[src/rtl/memgame_pkg.sv]
package memgame_pkg;

  typedef enum logic [2:0] {
    PH_SEED,
    PH_ON,
    PH_OFF,
    PH_TAKE,
    PH_LOSE,
    PH_WIN
  } phase_e;

  // One-hot lamp pattern for a colour code.
  function automatic logic [3:0] colour_lamp(input logic [1:0] c);
    return 4'b0001 << c;
  endfunction

  // BCD digits of a small binary count (valid up to 99).
  function automatic logic [3:0] bcd_tens(input int unsigned v);
    return 4'(v / 10);
  endfunction

  function automatic logic [3:0] bcd_ones(input int unsigned v);
    return 4'(v % 10);
  endfunction

endpackage

[src/rtl/memgame_spin.sv]
module memgame_spin #(
  parameter int W = 2
) (
  input  logic         clk,
  input  logic         rst,
  output logic [W-1:0] spin
);
  always_ff @(posedge clk) begin
    if (rst) spin <= '0;
    else     spin <= spin + W'(1);
  end
endmodule

[src/rtl/memgame_press.sv]
module memgame_press #(
  parameter int NB = 4,
  parameter int CW = 2
) (
  input  logic [NB-1:0] btn,
  output logic          valid,
  output logic [CW-1:0] colour
);
  always_comb begin
    valid  = |btn;
    colour = '0;
    for (int i = NB - 1; i >= 0; i--) begin
      if (btn[i]) colour = CW'(i);
    end
  end
endmodule

[src/rtl/memgame_store.sv]
module memgame_store #(
  parameter int DEPTH = 32,
  parameter int DW    = 2,
  localparam int AW   = $clog2(DEPTH)
) (
  input  logic          clk,
  input  logic          we,
  input  logic [AW-1:0] waddr,
  input  logic [DW-1:0] wdata,
  input  logic [AW-1:0] raddr,
  output logic [DW-1:0] rdata
);
  logic [DW-1:0] mem [DEPTH];

  always_ff @(posedge clk) begin
    if (we) mem[waddr] <= wdata;
  end

  assign rdata = mem[raddr];
endmodule

[src/rtl/memgame_phase.sv]
module memgame_phase
  import memgame_pkg::*;
#(
  parameter int MAX_LEN = 32,
  parameter int TW      = 8,
  localparam int IW     = $clog2(MAX_LEN),
  localparam int LW     = $clog2(MAX_LEN + 1)
) (
  input  logic          clk,
  input  logic          rst,
  input  logic [TW-1:0] step_ticks,
  input  logic          ev_good,
  input  logic          ev_bad,
  input  logic [1:0]    cur_col,
  output phase_e        st,
  output logic [IW-1:0] idx,
  output logic [LW-1:0] len,
  output logic [3:0]    lamp,
  output logic          wr_en,
  output logic [IW-1:0] wr_addr
);
  logic [TW-1:0] timer;
  logic [TW-1:0] ticks_eff;
  logic          tick_end;
  logic          last;
  logic          at_max;
  logic          flash;

  assign ticks_eff = (step_ticks == '0) ? TW'(1) : step_ticks;
  assign tick_end  = (timer == ticks_eff - TW'(1));
  assign last      = ((LW'(idx) + LW'(1)) == len);
  assign at_max    = (len == LW'(MAX_LEN));
  assign wr_en     = (st == PH_SEED) || (ev_good && last && !at_max);
  assign wr_addr   = IW'(len);

  always_ff @(posedge clk) begin
    if (rst) begin
      st    <= PH_SEED;
      len   <= '0;
      idx   <= '0;
      timer <= '0;
      flash <= 1'b0;
    end else begin
      case (st)
        PH_SEED: begin
          len   <= len + LW'(1);
          idx   <= '0;
          timer <= '0;
          st    <= PH_ON;
        end
        PH_ON: begin
          if (tick_end) begin
            timer <= '0;
            st    <= PH_OFF;
          end else begin
            timer <= timer + TW'(1);
          end
        end
        PH_OFF: begin
          if (tick_end) begin
            timer <= '0;
            if (last) begin
              idx <= '0;
              st  <= PH_TAKE;
            end else begin
              idx <= idx + IW'(1);
              st  <= PH_ON;
            end
          end else begin
            timer <= timer + TW'(1);
          end
        end
        PH_TAKE: begin
          if (ev_bad) begin
            flash <= 1'b1;
            timer <= '0;
            st    <= PH_LOSE;
          end else if (ev_good) begin
            if (last) begin
              idx   <= '0;
              timer <= '0;
              if (at_max) begin
                st <= PH_WIN;
              end else begin
                len <= len + LW'(1);
                st  <= PH_ON;
              end
            end else begin
              idx <= idx + IW'(1);
            end
          end
        end
        PH_LOSE: begin
          if (tick_end) begin
            timer <= '0;
            flash <= ~flash;
          end else begin
            timer <= timer + TW'(1);
          end
        end
        default: st <= PH_WIN;
      endcase
    end
  end

  always_comb begin
    case (st)
      PH_ON:   lamp = colour_lamp(cur_col);
      PH_LOSE: lamp = {4{flash}};
      PH_WIN:  lamp = 4'hF;
      default: lamp = 4'h0;
    endcase
  end
endmodule

[src/rtl/memgame_ctrl.sv]
module memgame_ctrl
  import memgame_pkg::*;
#(
  parameter int MAX_LEN = 32,
  parameter int TICK_W  = 8,
  localparam int NCOL   = 4,
  localparam int CW     = $clog2(NCOL),
  localparam int IW     = $clog2(MAX_LEN),
  localparam int LW     = $clog2(MAX_LEN + 1)
) (
  input  logic              clk,
  input  logic              rst,
  input  logic [TICK_W-1:0] step_ticks,
  input  logic [NCOL-1:0]   btn,
  output logic [NCOL-1:0]   lamp,
  output logic [3:0]        len_tens,
  output logic [3:0]        len_ones
);
  logic [CW-1:0] spin;
  logic          press_vld;
  logic [CW-1:0] press_col;
  logic [CW-1:0] cur_col;
  phase_e        st;
  logic [IW-1:0] idx;
  logic [LW-1:0] len;
  logic          wr_en;
  logic [IW-1:0] wr_addr;
  logic          ev_take;
  logic          ev_good;
  logic          ev_bad;

  memgame_spin #(.W(CW)) u_spin (
    .clk (clk),
    .rst (rst),
    .spin(spin)
  );

  memgame_press #(.NB(NCOL), .CW(CW)) u_press (
    .btn   (btn),
    .valid (press_vld),
    .colour(press_col)
  );

  memgame_store #(.DEPTH(MAX_LEN), .DW(CW)) u_store (
    .clk  (clk),
    .we   (wr_en),
    .waddr(wr_addr),
    .wdata(spin),
    .raddr(idx),
    .rdata(cur_col)
  );

  // Named press events, visible to the checker.
  assign ev_take = press_vld && (st == PH_TAKE);
  assign ev_bad  = ev_take && (press_col != cur_col);
  assign ev_good = ev_take && (press_col == cur_col);

  memgame_phase #(.MAX_LEN(MAX_LEN), .TW(TICK_W)) u_phase (
    .clk       (clk),
    .rst       (rst),
    .step_ticks(step_ticks),
    .ev_good   (ev_good),
    .ev_bad    (ev_bad),
    .cur_col   (cur_col),
    .st        (st),
    .idx       (idx),
    .len       (len),
    .lamp      (lamp),
    .wr_en     (wr_en),
    .wr_addr   (wr_addr)
  );

  assign len_tens = bcd_tens(32'(len));
  assign len_ones = bcd_ones(32'(len));
endmodule

[config.mk]
export PLATFORM = sky130hd
export DESIGN_NAME = memgame_ctrl
export DESIGN_NICKNAME = d
export VERILOG_FILES = /design/src/rtl/memgame_pkg.sv /design/src/rtl/memgame_spin.sv /design/src/rtl/memgame_press.sv /design/src/rtl/memgame_store.sv /design/src/rtl/memgame_phase.sv /design/src/rtl/memgame_ctrl.sv
export SDC_FILE = /design/constraint.sdc
export NUM_CORES = 1
export LEC_CHECK = 0
export ABC_CLOCK_PERIOD_IN_PS = 4850
export CORE_AREA = 2 2 92 94
export CTS_CLUSTER_DIAMETER = 30
export DETAILED_ROUTE_END_ITERATION = 16
export DIE_AREA = 0 0 94 96
export DONT_BUFFER_PORTS = 1
export GPL_TIMING_DRIVEN = 0
export MAX_ROUTING_LAYER = met4
export PLACE_DENSITY_LB_ADDON = 0.2
export RECOVER_POWER = 25
export SETUP_SLACK_MARGIN = 0.15
export SYNTH_ARGS = -nofsm -noshare
export SYNTH_HDL_FRONTEND = slang
export SYNTH_SLANG_ARGS = --single-unit
[constraint.sdc]
create_clock -name clk -period 4.85 [get_ports clk]
set_input_delay 0.7275 -clock clk [delete_from_list [all_inputs] [get_ports clk]]
set_output_delay 0.7275 -clock clk [all_outputs]
set_load 0.02 [all_outputs]
# Word-level counts from Yosys, hierarchy flattened
# Memories as Yosys holds them, arrays and structs flattened. A register that Yosys moved wholly into a read port is not among the register bits.
# Cells that the tools add are included.
[totals]
ff_bits = 25
output_inout_bits = 12
ram_bits = 64
wordCells = 94
mem_count = 1
input_bits = 14
[mem_list]
columns = ["memory", "depth", "word_bits", "rd", "rd_ports_with_merged_regs", "wr", "line", "source"]
rows = [
  ["u_store.mem", 32, 2, 1, 1, 1, "memgame_store.sv:13", "logic [DW-1:0] mem [DEPTH];"],
]
[op_classes]
shifts = 1
n_eq_ne = 20
n_mux = 36
n_reduce_logical = 20
n_div = 2
n_bitwise = 2
addsub = 6
[op_table]
columns = ["op", "n"]
rows = [
  ["two-way mux 8 bit", 5],
  ["divider 6 x 4 -> 32 bit (second input constant)", 1],
  ["modulo 6 x 4 -> 32 bit (second input constant)", 1],
  ["two-way mux 5 bit", 6],
  ["two-way mux 6 bit", 4],
  ["case mux 8 bit (3 select lines)", 1],
  ["two-way mux 3 bit", 6],
  ["case mux 3 bit (5 select lines)", 1],
  ["case mux 5 bit (3 select lines)", 1],
  ["case mux 4 bit (3 select lines)", 1],
  ["case mux 6 bit (2 select lines)", 1],
  ["two-way mux 2 bit", 5],
  ["inequality test 2 x 1 -> 1 bit (second input constant)", 5],
  ["AND reduction 5 bit", 2],
  ["adder 8 x 1 -> 8 bit (second input constant)", 1],
  ["equality test 8 bit", 1],
  ["logical NOT 8 bit", 1],
  ["subtractor 8 x 1 -> 8 bit (second input constant)", 1],
  ["adder 5 x 1 -> 6 bit (second input constant)", 1],
  ["adder 6 x 1 -> 6 bit (second input constant)", 1],
  ["equality test 3 x 2 -> 1 bit (second input constant)", 2],
  ["equality test 3 bit (second input constant)", 2],
  ["equality test 6 bit", 1],
  ["equality test 6 bit (second input constant)", 1],
  ["21 further kinds", 35],
]

# Logic depth before layout (Yosys ltp)
# Gate-level depths: netlist of run 1.
[depth]
depth_word = 11
mapped_depth = 13
mapped_depth_nobuf = 12

# By module
# Synthesis of run 1 repeated with hierarchy kept, for this count alone.
[hier_totals]
cells_unflattened = 488
hier_area_um2 = 5021.1
[modules_own_cells]
columns = ["mod", "instances", "seq_area_each_um2", "cells_each", "area_per_inst_um2"]
rows = [
  ["memgame_store", 1, 1921.8, 183, 2742.6],
  ["memgame_phase", 1, 460.4, 236, 1828.0],
  ["memgame_ctrl", 1, 0.0, 57, 359.1],
  ["memgame_spin", 1, 40.0, 5, 56.3],
  ["memgame_press", 1, 0.0, 7, 35.0],
]

# Worst setup path before layout of run 1
# Ideal clock, no wire load.
[synth_timing]
path_kind = "register -> output"
start = "register u_phase.len[3]"
end = "output port len_ones[3]"
required_time_ns = 4.123
path_slack_ns = 1.562
t_arrival_ns = 2.561
path_stages_with_launch = 13
cell_sequence = "dfxtp_1 > clkbuf_1 > nor2_1 > inv_1 > ha_1 > nor2b_1 > nand2_1 > a22oi_1 > o22ai_1 > a21oi_1 > a211o_1 > nand2b_1 > xnor2_1"
[synth_via]
elab_chain_len = 1
[synth_rtl]
columns = ["element", "line", "source"]
rows = [
  ["start: declaration", "memgame_phase.sv:17", "output logic [LW-1:0] len,"],
  ["start signal: assignment", "memgame_phase.sv:46", "len <= len + LW'(1);"],
  ["start signal: assignment", "memgame_phase.sv:85", "len <= len + LW'(1);"],
  ["modulo 6 x 4 -> 32 bit", "memgame_pkg.sv:23", "return 4'(v % 10);"],
  ["end: declaration", "memgame_ctrl.sv:17", "output logic [3:0] len_ones"],
]
# Every way passes these cells.

# Worst setup path in the final report of run 1
# Same ends and word-level chain as after synthesis.

==> flow_summary.yaml, run 1 <==
placement:
  numPortBuffers: 0
  placed_cell_area_um2: 5250
  dp_hpwl_mm: 7.75
  gp_congestion: 0.869
  dp_slack_ns: 1.18
  dp.cells: 582
sta:
  finalSetupTns_ns: 0
  fin_crit_ns: 4.06
  slew_headroom_pct: 26.4
  worstMarginPinSlew_ns: 1.10
  holdWs_ns: 0.511
  rsz0062_at_grt: "no"
  hold_viol_final: 0
  finalMaxSlewViolations: 0
  setup_viol: 0
  worst_slack_ns: 0.791
  fmax_mhz: 246
  finClkSkew_ns: 0.0154
  period_share_pct: 83.7
detailed_routing:
  routed_wl_mm: 10.9
  vias: 3652
  drc_errors: 0
  firstDrtPassIters: 5
  via_per_inst: 6.11
  post_drt_wl_per_cell_um: 18.2
  first_iter_violations: 244
  ant_nets: 0
power_and_ir_drop:
  seq_power_share_pct: 56.5
  p_switching_uw: 456
  internal-power_mw: 1.14
  swShare_pct: 28.5
  power.total_mw: 1.60
  max-vdd-ir-drop_mv: 0.188
  powerDensity_nw_per_um2: 295
  power_leakage_nw: 1.95
  pwr-share-comb_pct: 12.7
  pwr-share-clk_pct: 30.8
die:
  dieHeight_um: 96
  fp.dieW_um: 94
  io_pins: 26
  num_rows: 33
  die_area_um2: 9020
  core_area_um2: 8050
  floorplan.initialDensity_pct: 63.6
final_layout:
  layoutNonFillerInstCount: 598
  stdcell_area_um2: 5430
  fin_util_pct: 67.4
  seq_area_um2: 2520
  fillers: 641
  layout-drive-gt1-share_pct: 9.53
  design.final.nets: 511
  multi_input_area_um2: 2380
  num_antenna_cells: 0
  syn_to_final_growth_pct: 6.06
logic_synthesis:
  ys_ff_latch: 94
  synth.distinct_cells: 71
  async_reset_ff_share_pct: 0
  syn_inst: 477
  ys.flop_type: "edfxtp_1"
  syn_nets: 500
  netlist_area_um2: 5120
  ys_seq_area_share_pct: 49.3
  synth_warnings: 0
  syn_avg_cell_area_um2: 10.7
  synth_edf_count: 64
global_routing:
  grt_overflow_total: 0
  gr-usage-all-layers_pct: 26.0
  grt_pass1_wl_mm: 17.2
  grt_start_max_net_pins: 35
  antenna_found_initial: 0
  grt_pass1_vias: 3382
setup_path:
  cp_slowest_cell: "xnor2_1"
  critPathMaxFanout: 8
  crit_chain: "clkbuf_1 -> nor2_1 -> inv_1 -> ha_1 -> nor2b_1 -> nand2_1 -> a22oi_1 -> o22ai_1 -> a21oi_1 -> a211o_1 -> nand2b_1 -> xnor2_1"
  crit_arrival_ns: 3.33
  r2r_end: "u_store.mem[3][0]"
  path_buf_inv: 2
  critPathLaunchType: "flop"
  required_ns: 4.12
  crit_type: "flop to output pin"
  max_stage_delay_ns: 0.42
  r2r_cells: 9
  cp.depth: 12
  r2r_setup_slack_ns: 1.34
  crit_family: "compound AO/OA/AOI/OAI gates"
  crit_path_end_kind: "output pin"
clock_tree:
  cts_tree: "yes"
  cts_max_level: 3
  clockBufferDepth: 2
  postCtsSetupRepairBufs: 0
  cts_hold_buf: 0
  cts_inserted_buffers: 9
  clock-root-buffer: "clkbuf_8"
  clock_sinks: 94
  cts_resized: 0
  path_clk_slew_ns: 0.10
  insertion_delay_ns: 0.38
job:
  drv_cap: 0
hold_path:
  min_path_cells: 2
  hold_end: "u_phase.timer[1]"
  hp-class: "flop to flop"
  hp-start: "u_phase.timer[1]"
outcome:
  status: "finished clean"
layout make-up:
type | count | share of cell area [%]
Inverter | 15 | 1.04
Multi-Input combinational cell | 341 | 43.9
Clock buffer | 10 | 2.35
Tap cell | 105 | 2.42
Sequential cell | 94 | 46.5
Clock inverter | 6 | 0.945
Buffer | 27 | 2.88
power by group through the flow:
| stage | logic [mW] | clock network, mW | registers, mW |
|---|---|---|---|
| 4_1_cts | 0.202 | 0.491 | 0.904 |
| 3_3_place_gp | 0.196 | 0 | 0.921 |
| 6_report | 0.203 | 0.492 | 0.904 |
| 2_1_floorplan | 0.155 | 0 | 0.912 |
| 5_1_grt | 0.223 | 0.524 | 0.908 |
| 3_5_place_dp | 0.201 | 0 | 0.923 |
worst max-delay path by stage:
stage,from,endpoint,slack (ns)
5_1_grt,u_phase.len[3],len_ones[3],0.51
4_1_cts,u_phase.len[3],len_ones[3],0.79
2_1_floorplan,u_phase.len[3],len_ones[3],1.56
3_3_place_gp,u_phase.len[3],len_ones[3],1.27
6_report,u_phase.len[3],len_ones[3],0.79
3_5_place_dp,u_phase.len[3],len_ones[3],1.18
cells in the mapped netlist (7+ instances only):
master     n  area [µm²]
mux2i_1   34         340
nand2_1   34         128
inv_1     15        56.3
edfxtp_1  64        1920
nor2b_1   13        81.3
nand2b_1   9        56.3
xnor2_1   14         123
ha_1       9         113
and2_1    10        62.6
dfxtp_1   30         601
xor2_1     9        78.8
clkbuf_1  16        60.1
a22oi_1   14         105
a21oi_1   18        90.1
a311oi_1   7        61.3
and3_1    29         181
nor2_1    32         120
o21ai_0    8        40.0
nand3_1   16        80.1
logic make-up (layout without fill, tap and decap cells):
group                    count (synthesis)  in the layout  share of synthesized area (%)
flip-flops                              94             94                           49.3
adder cells (fa/ha/maj)                 10             10                           2.39
multiplexers                            39             39                           7.82
other                                    1              1                         0.0732
buffers and inverters                   42             58                           4.15
AND/OR/NAND/NOR                        182            182                           19.7
AO/OA/AOI/OAI                           86             86                           12.7
XOR/XNOR                                23             23                           3.93
sequential cells by signal, summed over array words and instances (netlist names), named ones only:
| name | flops |
|---|---|
| u_phase.flash | 1 |
| u_phase.idx | 5 |
| u_phase.len | 6 |
| u_phase.st | 3 |
| u_phase.timer | 8 |
| u_spin.spin | 2 |
| u_store.mem | 64 |
cells in the final DEF, fill, tap and decap left out, types with 3 or more instances in the layout:
cell type,synthesis,routed
xnor2_1,14,14
nor2b_1,13,13
dfxtp_1,30,30
or3_1,4,4
and3_1,29,29
and2_1,10,10
nor2_1,32,32
a22oi_1,14,14
nand2b_1,9,9
o21ai_0,8,8
edfxtp_1,64,64
or4_1,5,5
buf_2,4,4
o21ai_1,5,5
inv_1,15,15
nor4_1,4,4
clkbuf_1,16,17
nor3_2,3,3
nor3_1,5,5
a21oi_1,18,18
nand3_1,16,16
o311ai_0,3,3
a311oi_1,7,7
buf_4,3,3
mux2i_1,34,34
buf_6,3,3
nand2_1,34,34
clkbuf_8,0,9
ha_1,9,9
inv_6,0,4
xor2_1,9,9
worst reg2reg max path, cell delays in order, from the launching register on:
cell and delay, ns:
dfxtp_1 0.35, nor2_1 0.56, a22oi_1 0.25, nand3_2 0.13, o31ai_2 0.11, or3_1 0.38
a211oi_2 0.33, nor3_2 0.16, o41ai_4 0.67, and2_1 0.29
layer usage:
layer | vias to the layer above | GRT usage (%) | share of wire (%) | wire length, µm
met4 | 0 | 8.09 | 1.2 | 133
met2 | 100 | 44.2 | 51 | 5510
met3 | 17 | 3.84 | 4.7 | 510
met5 | - | - | 0 | 0
li1 | 1790 | - | - | -
met1 | 1745 | 32.5 | 43 | 4730
(Power assumes the default switching activity.)
==> run 2, diff against run 1 <==
Settings changed: ABC_CLOCK_PERIOD_IN_PS 4850 to 4200, CORE_AREA 2 2 92 94 to 2 2 93 95, DIE_AREA 0 0 94 96 to 0 0 95 97.
Clock period 4.85 ns to 4.2 ns, I/O delays scaled along.
==> run 2 against run 1 <==
  * Count of clock-buffer cells in the layout shrank 1
  * Final cell count is 0.17% lower
  * Clock skew increased by 0.0022 ns
  * Global-route usage hardly changed
  * Clock power grew 14%
  * Utilization down 0.50 points
  * Power rose by 15%
  * Sequential share of layout area shrank 0.13 points
  * Largest power group unchanged
==> flow_summary.yaml, run 2 (same netlist as run 1, synthesis figures left out) <==
outcome:
  status: "finished clean"
global_routing:
  grt_start_max_net_pins: 35
  gr-usage-all-layers_pct: 26.0
  grt_pass1_vias: 3569
  antenna_found_initial: 0
  grt_pass1_wl_mm: 17.7
  grt_overflow_total: 0
sta:
  rsz0062_at_grt: "no"
  period_share_pct: 88.7
  worstMarginPinSlew_ns: 1.06
  setup_viol: 0
  fmax_mhz: 269
  finalMaxSlewViolations: 0
  slew_headroom_pct: 29.4
  finClkSkew_ns: 0.0177
  fin_crit_ns: 3.72
  finalSetupTns_ns: 0
  worst_slack_ns: 0.476
  hold_viol_final: 0
detailed_routing:
  routed_wl_mm: 11.0
  via_per_inst: 6.14
  ant_nets: 0
  first_iter_violations: 263
  post_drt_wl_per_cell_um: 18.4
  vias: 3664
  drc_errors: 0
  firstDrtPassIters: 5
die:
  floorplan.initialDensity_pct: 62.9
  dieHeight_um: 97
  fp.dieW_um: 95
  die_area_um2: 9220
  io_pins: 26
  core_area_um2: 8130
  num_rows: 33
placement:
  dp_slack_ns: 0.606
  dp_hpwl_mm: 7.80
  numPortBuffers: 0
  placed_cell_area_um2: 5250
  gp_congestion: 0.856
final_layout:
  layout-drive-gt1-share_pct: 10.4
  final_cell_mix: "edfxtp_1, nand2_1, mux2i_1"
  fillers: 624
  stdcell_area_um2: 5450
  largest_reg_flops: 64
  reg_top3: "u_store.mem (64), u_phase.timer (8), u_phase.len (6)"
  final_common_cell: "edfxtp_1"
  syn_to_final_growth_pct: 6.35
  num_antenna_cells: 0
  regMostFlops: "u_store.mem"
  design.final.nets: 511
setup_path:
  required_ns: 3.57
  crit_arrival_ns: 3.09
  critPathMaxFanout: 9
  crit_path_end_kind: "output pin"
  crit_type: "flop to output pin"
  critPathLaunchType: "flop"
clock_tree:
  cts_max_level: 3
  cts_hold_buf: 0
  cts_inserted_buffers: 9
  clock-root-buffer: "clkbuf_8"
  clockBufferDepth: 2
  cts_tree: "yes"
  path_clk_slew_ns: 0.10
  clock_sinks: 94
  insertion_delay_ns: 0.37
power_and_ir_drop:
  power_leakage_nw: 1.96
  powerDensity_nw_per_um2: 338
  max-vdd-ir-drop_mv: 0.170
hold_path:
  hp-class: "flop to flop"
job:
  drv_cap: 0
run 2: cell count changes in the layout (fill, tap and decap cells not counted), sizes merged:
| cell | delta |
|---|---|
| clkbuf | -1 |
| clkinv | -1 |
| clkinvlp | +1 |
run 2: layout make-up:
| type | instances | area [µm²] | area share, % |
|---|---|---|---|
| clock inverter | 6 | 52.6 | 0.965 |
| tap | 105 | 131 | 2.41 |
| inverter | 15 | 56.3 | 1.03 |
| buffer | 27 | 158 | 2.90 |
| sequential | 94 | 2520 | 46.3 |
| clock buffer | 9 | 124 | 2.27 |
| multi-input combinational | 341 | 2400 | 44.1 |
run 2: path summary, 6_finish.rpt:
path | from | end | slack (ns) | depth (start not counted)
min reg2reg | u_phase.timer[1] | u_phase.timer[1] | 0.52 | 2
max reg2reg | flop | u_store.mem[28][1] | 0.68 | 11
max | u_phase.len[5] | len_ones[3] | 0.48 | 9
min | u_phase.timer[1] | u_phase.timer[1] | 0.52 | 2
run 2: per-stage QoR:
stage / hold WS, ns / cells / util [%] / power, mW
finish: 0.518 / 597 / 66.9 / 1.84
global route: 0.537 / 597 / 66.9 / 1.91
CTS: 0.519 / 597 / 66.7 / 1.84
detailed placement: 0.501 / 582 / 64.6 / 1.30
global placement: 0.488 / 582 / 64.6 / 1.29
floorplan: 0.465 / 477 / - / 1.23
run 2: worst max-delay path: stages (launching register included):
cell      delay (ns)
dfxtp_1         0.34
clkbuf_1        0.39
inv_1           0.19
maj3_1          0.40
a22oi_2         0.31
o22ai_1         0.14
a21oi_1         0.17
a211o_1         0.32
nand2b_1        0.15
xnor2_2         0.32
run 2: per-layer routing:
| metal | wire, µm | GRT usage (%) |
|---|---|---|
| met2 | 5520 | 41.5 |
| met5 | 0 | - |
| met3 | 569 | 5.22 |
| met4 | 246 | 8.81 |
| met1 | 4620 | 33.1 |
run 2: timing repair:
action | CTS | global route
setup buffers | 0 | 0
endpoints found under the setup margin | 0 | 3
gates resized for setup | 0 | 5
run 2: power by group:
group          total, mW  switching, mW  internal (mW)
Clock              0.559          0.336          0.222
Combinational      0.238          0.157         0.0814
Sequential          1.04         0.0293           1.01
Total               1.84          0.523           1.32
==> run 3, diff against run 2 <==
Settings changed: ABC_CLOCK_PERIOD_IN_PS 4200 to 4100, RECOVER_POWER 25 to default.
Clock period 4.2 ns to 4.1 ns, I/O delays scaled along.
==> run 3 against run 2 <==
  * Power increased by 2.4%
  * First-iteration DRC count decreased by 1.1%
  * Non-clock buffer count unchanged
  * Sequential cell count unchanged
  * Combinational power increased by 2%
  * Clock power increased by 3%
  * Global-route usage about the same
  * Count of clock-buffer cells in the layout unchanged
  * Design area about the same
  * Critical path type unchanged
  * Highest routed layer unchanged
==> flow_summary.yaml, run 3 (same netlist as run 1, synthesis figures left out) <==
sta:
  fmax_mhz: 269
  finClkSkew_ns: 0.0177
  worst_slack_ns: 0.376
  hold_viol_final: 0
  slew_headroom_pct: 28.4
  finalMaxSlewViolations: 0
  period_share_pct: 90.8
  worstMarginPinSlew_ns: 1.07
  fin_crit_ns: 3.72
  rsz0062_at_grt: "no"
  finalSetupTns_ns: 0
  setup_viol: 0
setup_path:
  required_ns: 3.48
  crit_path_end_kind: "output pin"
  crit_path_start: "u_phase.len[5]"
  critPathMaxFanout: 9
  crit_chain: "clkbuf_1 -> inv_1 -> maj3_1 -> a22oi_2 -> o22ai_1 -> a21oi_1 -> a211o_1 -> mux2i_1"
  max_stage_delay_ns: 0.49
  critPathLaunchType: "flop"
  cp_slowest_cell: "mux2i_1"
  r2r_cells: 11
  crit_arrival_ns: 3.11
  crit_type: "flop to output pin"
placement:
  dp_hpwl_mm: 7.80
  numPortBuffers: 0
  placed_cell_area_um2: 5250
  gp_congestion: 0.856
  dp_slack_ns: 0.521
detailed_routing:
  ant_nets: 0
  post_drt_wl_per_cell_um: 18.3
  firstDrtPassIters: 5
  via_per_inst: 6.13
  vias: 3658
  first_iter_violations: 260
  routed_wl_mm: 10.9
  drc_errors: 0
hold_path:
  hp-start: "u_phase.timer[1]"
  min_path_cells: 2
  hp-class: "flop to flop"
final_layout:
  final_cell_mix: "edfxtp_1, mux2i_1, nand2_1"
  fillers: 625
  final_common_cell: "edfxtp_1"
  stdcell_area_um2: 5440
  layout-drive-gt1-share_pct: 10.2
  reg_top3: "u_store.mem (64), u_phase.timer (8), u_phase.len (6)"
  largest_reg_flops: 64
  seq_area_um2: 2520
  multi_input_area_um2: 2400
  regMostFlops: "u_store.mem"
  syn_to_final_growth_pct: 6.28
  design.final.nets: 511
  num_antenna_cells: 0
clock_tree:
  cts_hold_buf: 0
  clockBufferDepth: 2
  postCtsSetupRepairBufs: 0
  insertion_delay_ns: 0.37
  clock_sinks: 94
  cts_tree: "yes"
  cts_max_level: 3
  clock-root-buffer: "clkbuf_8"
  cts_inserted_buffers: 9
  path_clk_slew_ns: 0.10
die:
  fp.dieW_um: 95
  io_pins: 26
  core_area_um2: 8130
  dieHeight_um: 97
  floorplan.initialDensity_pct: 62.9
  num_rows: 33
  die_area_um2: 9220
power_and_ir_drop:
  powerDensity_nw_per_um2: 346
  p_switching_uw: 535
  pwr-share-clk_pct: 30.4
  pwr-share-comb_pct: 12.9
  internal-power_mw: 1.35
  swShare_pct: 28.4
  power_leakage_nw: 1.96
  max-vdd-ir-drop_mv: 0.174
  seq_power_share_pct: 56.7
global_routing:
  grt_pass1_wl_mm: 17.7
  antenna_found_initial: 0
  grt_start_max_net_pins: 35
  grt_pass1_vias: 3566
  gr-usage-all-layers_pct: 26.0
  grt_overflow_total: 0
outcome:
  status: "finished clean"
job:
  drv_cap: 0
[run 3: cell counts in the layout (fill, tap and decap cells not counted)]
No cell type changed its count.
[run 3: layer usage]
metal / share of wire, % / global-route usage, % / vias up
met1: 42 / 33.2 / 1754
met3: 5.3 / 5.22 / 18
met2: 50 / 41.5 / 96
li1: - / - / 1790
met5: 0 / - / -
met4: 2.1 / 8.81 / 0
[run 3: cell type report]
class	count	share of cell area, %
Sequential cell	94	46.4
Multi-Input combinational cell	341	44.1
Buffer	27	2.90
Tap cell	105	2.41
Clock buffer	9	2.28
Inverter	15	1.03
Clock inverter	6	0.966
[run 3: what timing repair did]
action / 4_1_cts / 5_1_grt
endpoints found under the setup margin: 1 / 3
resized for setup: 1 / 3
gates cloned: 0 / 0
pin swaps: 0 / 0
[run 3: path summary, 6_finish.rpt]
check,end,slack [ns]
max,len_ones[2],0.38
min,u_phase.timer[1],0.52
min reg2reg,u_phase.timer[1],0.52
max reg2reg,u_store.mem[28][1],0.57
[run 3: worst max-delay path, delay by kind of cell (launching register included)]
family,cells,cell delay (ns)
muxes,1,0.49
AOI/OAI and AO/OA,4,0.93
buffers and inverters,2,0.58
DFF,1,0.34
adders and majority gates,1,0.40
[run 3: power by group through the flow]
stage	combinational (mW)	sequential, mW	clock (mW)
detailed placement	0.240	1.09	0
floorplan	0.183	1.08	0
global route	0.266	1.07	0.612
global placement	0.233	1.09	0
finish	0.243	1.07	0.573
CTS	0.241	1.07	0.576
[run 3: per-stage QoR]
stage                     hold slack (ns)  std cells  total power, mW  util, %
final                               0.518        597             1.88     66.9
after global routing                0.537        597             1.95     66.9
after CTS                           0.519        597             1.89     66.8
after detailed placement            0.501        582             1.33     64.6
after global placement              0.488        582             1.32     64.6
after floorplan                     0.465        477             1.26        -
